<file path="config.mk">
export PLATFORM = sky130hd
export DESIGN_NAME = numreg_stack
export DESIGN_NICKNAME = d
export VERILOG_FILES = /design/src/rtl/numreg_pkg.sv /design/src/rtl/numreg_tagclass.sv /design/src/rtl/numreg_ptr.sv /design/src/rtl/numreg_file.sv /design/src/rtl/numreg_stack.sv
export SDC_FILE = /design/constraint.sdc
export NUM_CORES = 1
export LEC_CHECK = 0
export CAP_MARGIN = 5
export CORE_MARGIN = 2
export CORE_UTILIZATION = 42
export CTS_CLUSTER_SIZE = 28
export DETAILED_ROUTE_END_ITERATION = 10
export GPL_ROUTABILITY_DRIVEN = 1
export HOLD_SLACK_MARGIN = 0.05
export SYNTH_ARGS = -nofsm -noshare
export SYNTH_HDL_FRONTEND = slang
export SYNTH_SLANG_ARGS = --single-unit
</file>
<file path="constraint.sdc">
create_clock -name clk -period 19.5 [get_ports clk]
set_input_delay 3.9 -clock clk [delete_from_list [all_inputs] [get_ports clk]]
set_output_delay 3.9 -clock clk [all_outputs]
set_load 0.02 [all_outputs]
</file>
<file path="src/rtl/numreg_pkg.sv">
package numreg_pkg;

   typedef enum logic [1:0] {
      TAG_VALID   = 2'b00,
      TAG_ZERO    = 2'b01,
      TAG_SPECIAL = 2'b10,
      TAG_EMPTY   = 2'b11
   } tag_e;

   typedef enum logic [2:0] {
      OP_NOP   = 3'd0,
      OP_PUSH  = 3'd1,
      OP_POP   = 3'd2,
      OP_READ  = 3'd3,
      OP_WRITE = 3'd4,
      OP_FREE  = 3'd5
   } op_e;

endpackage

</file>
<file path="src/rtl/numreg_tagclass.sv">
module numreg_tagclass
   import numreg_pkg::*;
#(
   parameter int EXPW = 15,
   parameter int SIGW = 64
) (
   input  logic [EXPW-1:0] exp_i,
   input  logic [SIGW-1:0] sig_i,
   output tag_e            tag_o
);

   localparam logic [EXPW-1:0] EXP_MAX = '1;

   logic exp_zero, exp_max, sig_zero, int_bit;

   assign exp_zero = (exp_i == '0);
   assign exp_max  = (exp_i == EXP_MAX);
   assign sig_zero = (sig_i == '0);
   assign int_bit  = sig_i[SIGW-1];

   always_comb begin
      if (exp_zero && sig_zero)      tag_o = TAG_ZERO;
      else if (exp_max)              tag_o = TAG_SPECIAL;
      else if (exp_zero)             tag_o = TAG_SPECIAL;  // denormal
      else if (!int_bit)             tag_o = TAG_SPECIAL;  // unnormal
      else                           tag_o = TAG_VALID;
   end

endmodule

</file>
<file path="src/rtl/numreg_ptr.sv">
module numreg_ptr #(
   parameter int AW = 3
) (
   input  logic          clk,
   input  logic          rst_n,
   input  logic          dec_en,
   input  logic          inc_en,
   input  logic [AW-1:0] idx_i,
   output logic [AW-1:0] top_o,
   output logic [AW-1:0] below_o,
   output logic [AW-1:0] rel_o
);

   logic [AW-1:0] top_q;

   always_ff @(posedge clk or negedge rst_n) begin
      if (!rst_n)       top_q <= '0;
      else if (dec_en)  top_q <= top_q - 1'b1;
      else if (inc_en)  top_q <= top_q + 1'b1;
   end

   // modulo arithmetic falls out of the AW-bit width
   assign top_o   = top_q;
   assign below_o = top_q - 1'b1;
   assign rel_o   = top_q + idx_i;

endmodule

</file>
<file path="src/rtl/numreg_file.sv">
module numreg_file #(
   parameter int NREG = 8,
   parameter int DW   = 80,
   localparam int AW  = $clog2(NREG)
) (
   input  logic          clk,
   input  logic          we_i,
   input  logic [AW-1:0] waddr_i,
   input  logic [DW-1:0] wdata_i,
   input  logic [AW-1:0] raddr_i,
   output logic [DW-1:0] rdata_o
);

   logic [DW-1:0] rows [NREG];

   for (genvar k = 0; k < NREG; k++) begin : g_row
      logic [DW-1:0] row_q;
      always_ff @(posedge clk) begin
         if (we_i && (waddr_i == AW'(k))) row_q <= wdata_i;
      end
      assign rows[k] = row_q;
   end

   assign rdata_o = rows[raddr_i];

endmodule

</file>
<file path="src/rtl/numreg_stack.sv">
module numreg_stack
   import numreg_pkg::*;
#(
   parameter int  NREG = 8,
   parameter int  EXPW = 15,
   parameter int  SIGW = 64,
   parameter int  DW   = 1 + EXPW + SIGW,
   localparam int AW   = $clog2(NREG),
   localparam int TW   = 2 * NREG
) (
   input  logic          clk,
   input  logic          rst_n,
   input  logic [2:0]    op_i,
   input  logic [AW-1:0] idx_i,
   input  logic [DW-1:0] wdata_i,
   output logic [DW-1:0] rdata_o,
   output logic [AW-1:0] top_o,
   output logic [TW-1:0] tagword_o,
   output logic          ovf_o,
   output logic          unf_o
);

   // elaboration-time parameter checks
   if (NREG < 2 || (1 << AW) != NREG) begin : g_bad_depth
      $error("numreg_stack: NREG must be a power of two of at least 2");
   end
   if (DW != 1 + EXPW + SIGW) begin : g_bad_width
      $error("numreg_stack: DW must equal 1 + EXPW + SIGW");
   end

   function automatic tag_e tag_at(input logic [TW-1:0] tw, input logic [AW-1:0] k);
      return tag_e'(tw[{k, 1'b0} +: 2]);
   endfunction

   op_e           op;
   logic [AW-1:0] top, below, rel;
   logic [TW-1:0] tagw;
   tag_e          new_tag;
   logic [DW-1:0] rf_rdata;

   logic          push_ok, push_ovf, pop_ok, pop_unf, read_unf;
   logic          we;
   logic [AW-1:0] waddr, raddr;

   assign op = op_e'(op_i);

   numreg_ptr #(.AW(AW)) u_ptr (
      .clk     (clk),
      .rst_n   (rst_n),
      .dec_en  (push_ok),
      .inc_en  (pop_ok),
      .idx_i   (idx_i),
      .top_o   (top),
      .below_o (below),
      .rel_o   (rel)
   );

   numreg_tagclass #(.EXPW(EXPW), .SIGW(SIGW)) u_cls (
      .exp_i (wdata_i[DW-2 -: EXPW]),
      .sig_i (wdata_i[SIGW-1:0]),
      .tag_o (new_tag)
   );

   always_comb begin
      push_ok  = (op == OP_PUSH) && (tag_at(tagw, below) == TAG_EMPTY);
      push_ovf = (op == OP_PUSH) && (tag_at(tagw, below) != TAG_EMPTY);
      pop_ok   = (op == OP_POP)  && (tag_at(tagw, top)   != TAG_EMPTY);
      pop_unf  = (op == OP_POP)  && (tag_at(tagw, top)   == TAG_EMPTY);
      read_unf = (op == OP_READ) && (tag_at(tagw, rel)   == TAG_EMPTY);
      we       = push_ok || (op == OP_WRITE);
      waddr    = push_ok ? below : rel;
      raddr    = (op == OP_POP) ? top : rel;
   end

   numreg_file #(.NREG(NREG), .DW(DW)) u_file (
      .clk     (clk),
      .we_i    (we),
      .waddr_i (waddr),
      .wdata_i (wdata_i),
      .raddr_i (raddr),
      .rdata_o (rf_rdata)
   );

   // one tag register per physical entry, packed by physical index
   for (genvar k = 0; k < NREG; k++) begin : g_tag
      logic [1:0] tag_q;
      logic       set_k, clr_k;
      assign set_k = we && (waddr == AW'(k));
      assign clr_k = (pop_ok && (top == AW'(k))) ||
                     ((op == OP_FREE) && (rel == AW'(k)));
      always_ff @(posedge clk or negedge rst_n) begin
         if (!rst_n)      tag_q <= TAG_EMPTY;
         else if (set_k)  tag_q <= new_tag;
         else if (clr_k)  tag_q <= TAG_EMPTY;
      end
      assign tagw[2*k +: 2] = tag_q;
   end

   logic [DW-1:0] rdata_q;
   logic          ovf_q, unf_q;

   always_ff @(posedge clk or negedge rst_n) begin
      if (!rst_n) begin
         ovf_q <= 1'b0;
         unf_q <= 1'b0;
      end else begin
         ovf_q <= push_ovf;
         unf_q <= pop_unf || read_unf;
      end
   end

   always_ff @(posedge clk) begin
      if (op == OP_POP || op == OP_READ) rdata_q <= rf_rdata;
   end

   assign rdata_o   = rdata_q;
   assign top_o     = top;
   assign tagword_o = tagw;
   assign ovf_o     = ovf_q;
   assign unf_o     = unf_q;

endmodule

</file>
[Yosys cells after proc, flatten, opt, wreduce, memory -nomap -nowiden]
Index checks and enable logic that the tools add are counted.
Word-level totals
  bits in registers: 741
  bits in latches: 0
  memory bits (writable): 0
  memory bits (read-only): 0
  input bits: 88
  output and inout port bits: 101
  logic and storage cells: 142
  memories kept: 0
Operators by class
  $add $sub $neg: 3
  multipliers: 0
  div/mod/pow operators: 0
  $lt $le $gt $ge: 1
  equality and inequality tests: 32
  shifts and indexed selects: 3
  multiplexer cells: 27
  bitwise gates (word level): 1
  reductions and logical operators: 55
Operators by type and width (number)
  $bmux 80 s3: 1
  $mux 80: 2
  $logic_not 64->1: 1
  $shiftx 16x5->2: 3
  $eq 3x3->1 const B: 14
  $mux 2: 20
  $logic_and 1x1->1: 30
  $eq 3x2->1 const B: 8
  $reduce_bool 2->1: 9
  $eq 15x15->1 const B: 1
  $logic_not 15->1: 1
  $eq 3x1->1 const B: 4
  $mux 3: 4
  $logic_or 1x1->1: 11
  $logic_not 3->1: 3
  $eq 2x2->1 const B: 3
  $ge 4x4->1 const B: 1
  $ne 2x2->1 const B: 2
  $not 3->4: 1
  $add 3x1->3 const B: 1
  $add 3x3->3: 1
  $sub 3x1->3 const B: 1

[Longest topological paths before layout]
  depth in word-level cells: 8
  mapped depth: 11
  mapped depth without buffers: 7

[Hierarchy]
From an unflattened synthesis, not the netlist that was laid out.
Second synthesis, totals
  cells, all modules: 1215
  area, all modules: 28287.1 um^2
Modules (own cells, without submodules)
  numreg_file: instances 1, cells an instance 938, area an instance 24053.1 um^2, sequential area each 19218.4 um^2
  numreg_stack: instances 1, cells an instance 219, area an instance 3766.1 um^2, sequential area each 2872.8 um^2
  numreg_ptr: instances 1, cells an instance 25, area an instance 251.5 um^2, sequential area each 75.1 um^2
  numreg_tagclass: instances 1, cells an instance 33, area an instance 216.5 um^2, sequential area each 0.0 um^2

[Least setup slack after synthesis]
Ideal clock, no wire load.
  path type: input port to flip-flop
  from: in op_i[1]
  to: reg g_tag[3].tag_q[1]
  library setup time: 0.089 ns
  data arrival time: 11.520 ns
  data required time: 19.411 ns
  setup slack: 7.892 ns
  stages: 4
  buffers on the path: 0
  cells stage by stage: nor3b_1 -> nand2_1 -> o32ai_1 -> mux2_2
Between the ends
  word-level cells in the longest chain between the ends: 6
  elaborated cells on any way between the ends: 15
  those cells by class: eq/ne (5); mux (2); reduce/logical (8)
Ends and longest elaborated chain
  start: declaration: RTL line numreg_stack.sv:13  | input logic [2:0] op_i,
  $eq 3x1->1: RTL line numreg_stack.sv:65  | push_ok = (op == OP_PUSH) && (tag_at(tagw, below) == TAG_EMPTY);
  $logic_and 1x1->1: RTL line numreg_stack.sv:65
  $mux 3: RTL line numreg_stack.sv:71  | waddr = push_ok ? below : rel;
  $eq 3x2->1: RTL line numreg_stack.sv:88  | assign set_k = we && (waddr == AW'(k));
  $logic_and 1x1->1 *: RTL line numreg_stack.sv:88
  net g_tag[3].set_k: RTL line numreg_stack.sv:87  | logic set_k, clr_k;
  $mux 2 or $reduce_bool 2->1 (tied branches)
  end signal: assignment: RTL line numreg_stack.sv:93  | else if (set_k) tag_q <= new_tag;
  end: declaration: RTL line numreg_stack.sv:86  | logic [1:0] tag_q;
The timed path passes the listed nets; every way through them passes the cells marked *.
A chain may end at the register's enable or synchronous reset.

[Worst setup path in the final report]
  from: in idx_i[0]
  to: reg rdata_q[45] (netlist: rdata_o[45]) (data pin)
Between the ends
  word-level cells in the longest chain between the ends: 6
Ends and longest elaborated chain
  start: declaration: RTL line numreg_stack.sv:14  | input logic [AW-1:0] idx_i,
  $add 3x3->3: RTL line numreg_ptr.sv:25  | assign rel_o = top_q + idx_i;
  $mux 3: RTL line numreg_stack.sv:72  | raddr = (op == OP_POP) ? top : rel;
  $not 3->4 (implied by the code): RTL line numreg_file.sv:24  | assign rdata_o = rows[raddr_i];
  $bmux 80 s3: RTL line numreg_file.sv:24
  $mux 80 (implied by the code) (2 in series): RTL line numreg_file.sv:24
  net rf_rdata[45]: RTL line numreg_stack.sv:39  | logic [DW-1:0] rf_rdata;
  end signal: assignment: RTL line numreg_stack.sv:113  | if (op == OP_POP || op == OP_READ) rdata_q <= rf_rdata;
  end: declaration: RTL line numreg_stack.sv:99  | logic [DW-1:0] rdata_q;
The timed path passes the listed nets, and every way through them passes these cells. The select of a mux whose other input is x is not followed.

==> flow_metrics.env <==
export IMPL_worst_endpoint_required_ps=19990
export IMPL_final_common_cell="edfxtp_1"
export IMPL_final_cell_mix="720 x edfxtp_1, 237 x a22oi_1, 188 x clkdlybuf4s50_1"
export IMPL_yosysSeqAreaShare=0.670
export IMPL_drt_total_wl_um=91200
export IMPL_cts_resized_gates=0
export IMPL_cts_root_buf="clkbuf_16"
export IMPL_critPathKind="in -> reg"
export IMPL_track_usage=0.220
export IMPL_netlist_instances=2387
export IMPL_grt_first_pass_wirelength_um=137000
export IMPL_finClkSkew_ps=24.1
export IMPL_critPathMaxFanout=94
export IMPL_p_per_area_nw_per_um2=156
export IMPL_numCtsBuffers=81
export IMPL_design_area_um2=38300
export IMPL_synthFlopType="edfxtp_1"
export IMPL_clockBufferDepth=3
export IMPL_peakVddDrop_uv=107
export IMPL_fin_crit_ps=8330
export IMPL_synth_nets=2484
export IMPL_holdPathStages=1
export IMPL_via_count=22400
export IMPL_antenna_found_initial=11
export IMPL_drive_gt1_frac=0.134
export IMPL_rsz0062_at_grt="no"
export IMPL_die_y_um=285
export IMPL_wl_per_cell_um=25.3
export IMPL_dp_hpwl_um=48500
export IMPL_synth_ff_latch_count=741
export IMPL_start_util=0.426
export IMPL_finalSetupTns_ps=0
export IMPL_synth_edf_count=720
export IMPL_status="completed"
export IMPL_io_pins=189
export IMPL_die_x_um=285
export IMPL_slew_violations=0
export IMPL_placed_area_um2=35700
export IMPL_final_cells=3609
export IMPL_p_leak_nw=12.5
export IMPL_synthTopCellsByArea="edfxtp_1 65%, mux2_2 5.5%, a22oi_1 5.4%"
export IMPL_portBuffers=188
export IMPL_drc=0
export IMPL_endpoint_kind="flop"
export IMPL_avgSynthCellArea_um2=13.9
export IMPL_drtPass1Iterations=5
export IMPL_reg2regPathDepth=10
export IMPL_area_growth_pct=15.7
export IMPL_postCtsHoldBufs=0
export IMPL_fin_crit_sh=0.427
export IMPL_grt_max_degree=238
export IMPL_cts_sinks=741
export IMPL_setup_viol=0
export IMPL_die_area_um2=81100
export IMPL_startpoint_type="input port"
export IMPL_rows=102
export IMPL_synth_cell_types=62
export IMPL_crit_arrival_ps=8820
export IMPL_core_um2=77700
export IMPL_final_nets=2596
export IMPL_dp_cells=3456
export IMPL_yosys_area_top_type_share=0.653
export IMPL_synth_async_reset_ratio=0.0283
export IMPL_cts_tree="built"
export IMPL_post_cts_buffers=0
export IMPL_via_per_inst=6.20
export IMPL_grt_pass1_vias=22700
export IMPL_slew_headroom=0.204
export IMPL_insertion_delay_ps=630
export IMPL_cts_htree_levels=3
export IMPL_ant_nets=0
export IMPL_yosysWarnings=0
export IMPL_fmax_ghz=0.120
export IMPL_worst_pin_slew_ps=1190
export IMPL_drv_cap=0
export IMPL_path_clk_slew_ps=60
export IMPL_yosysTopAreaCell="edfxtp_1"
export IMPL_syn_area_um2=33100
export IMPL_whs_ps=515
export IMPL_first_iter_violations=2118
export IMPL_finalHoldViolCount=0
export IMPL_grt_overflow=0
export IMPL_place_congestion=0.861
export IMPL_hold_path_class="reg -> reg"
-- flip-flops by register name (all words and copies together), names as in the netlist --
signal,cells
u_file.g_row.row_q,640
rdata_o,80
u_ptr.top_o,3
unf_o,1
ovf_o,1
g_tag.tag_q,16
-- per-layer routing --
| metal | up-vias | global-route usage | share of wire |
|---|---|---|---|
| li1 | 9863 | - | - |
| met1 | 11500 | 0.291 | 0.42 |
| met2 | 895 | 0.368 | 0.49 |
| met3 | 157 | 0.0343 | 0.065 |
| met4 | 10 | 0.0750 | 0.024 |
| met5 | - | 0 | 0.00070 |
-- worst max-delay path, stage by stage --
cell and delay, ps:
clkdlybuf4s50_1 410, ha_1 220, fa_1 510, xnor2_1 290, nor3_4 200, buf_4 570
buf_4 970, buf_4 920, a221oi_1 220, a22oi_1 260, o211a_1 190
-- Yosys cell counts, drive strengths merged, types with 6 or more instances --
| library cell | n |
|---|---|
| mux2i | 6 |
| buf | 110 |
| ha | 8 |
| nor3 | 7 |
| o21ai | 159 |
| nor4 | 21 |
| nand4 | 8 |
| dfstp | 16 |
| a22oi | 237 |
| a221oi | 158 |
| o22a | 6 |
| a21oi | 163 |
| o211a | 81 |
| a2bb2oi | 6 |
| o32a | 6 |
| clkbuf | 79 |
| a32oi | 6 |
| inv | 12 |
| mux2 | 163 |
| edfxtp | 720 |
| nor2 | 172 |
| mux4 | 6 |
| nand2 | 182 |
-- cells by family (layout without fill, tap and decap cells) --
family                   Yosys count  after routing  synth area share
flip-flops                       741            741             0.670
buffers and inverters            201            377            0.0284
AO/OA/AOI/OAI                    843            843             0.182
adder cells (fa/ha/maj)            9              9           0.00363
XOR/XNOR                           6              6           0.00261
AND/OR/NAND/NOR                  412            412            0.0517
multiplexers                     175            175            0.0622
other                              0              6                 0
-- power breakdown --
group / total [mW] / leakage [nW] / switching (mW) / internal, mW
combinational: 2.38 / 4.53 / 1.46 / 0.918
sequential: 2.14 / 6.76 / 0.101 / 2.04
clock: 1.47 / 1.23 / 0.621 / 0.844
-- metrics by stage --
stage / util / power, mW / setup WS [ps]
3_5_place_dp: 0.460 / 4.54 / 10550
4_1_cts: 0.492 / 6.01 / 11200
6_report: 0.493 / 5.98 / 11170
3_3_place_gp: 0.460 / 4.46 / 10720
2_1_floorplan: - / 3.80 / 7890
5_1_grt: 0.492 / 6.29 / 10870
-- worst paths after layout --
path	from	to	slack [ps]
worst max-delay path	idx_i[0]	rdata_o[45]	11170
worst max register to register	u_ptr.top_o[0]	rdata_o[45]	14160
worst min-delay path	g_tag[0].tag_q[0]	g_tag[0].tag_q[0]	510
worst min register to register	g_tag[0].tag_q[0]	g_tag[0].tag_q[0]	510
min in group asynchronous	rst_n	unf_o	3640
max in group asynchronous	rst_n	g_tag[6].tag_q[1]	15590
-- cell type report --
| type | instances | area, um2 |
|---|---|---|
| Fill cell | 6526 | 39400 |
| Sequential cell | 741 | 22200 |
| Multi-Input combinational cell | 1445 | 10100 |
| Clock buffer | 112 | 2240 |
| Timing Repair Buffer | 218 | 2140 |
| Tap cell | 1040 | 1300 |
| Clock inverter | 35 | 278 |
| Inverter | 12 | 60.1 |
| Antenna cell | 6 | 15.0 |
Note: power is estimated with default switching activity, not from simulation.
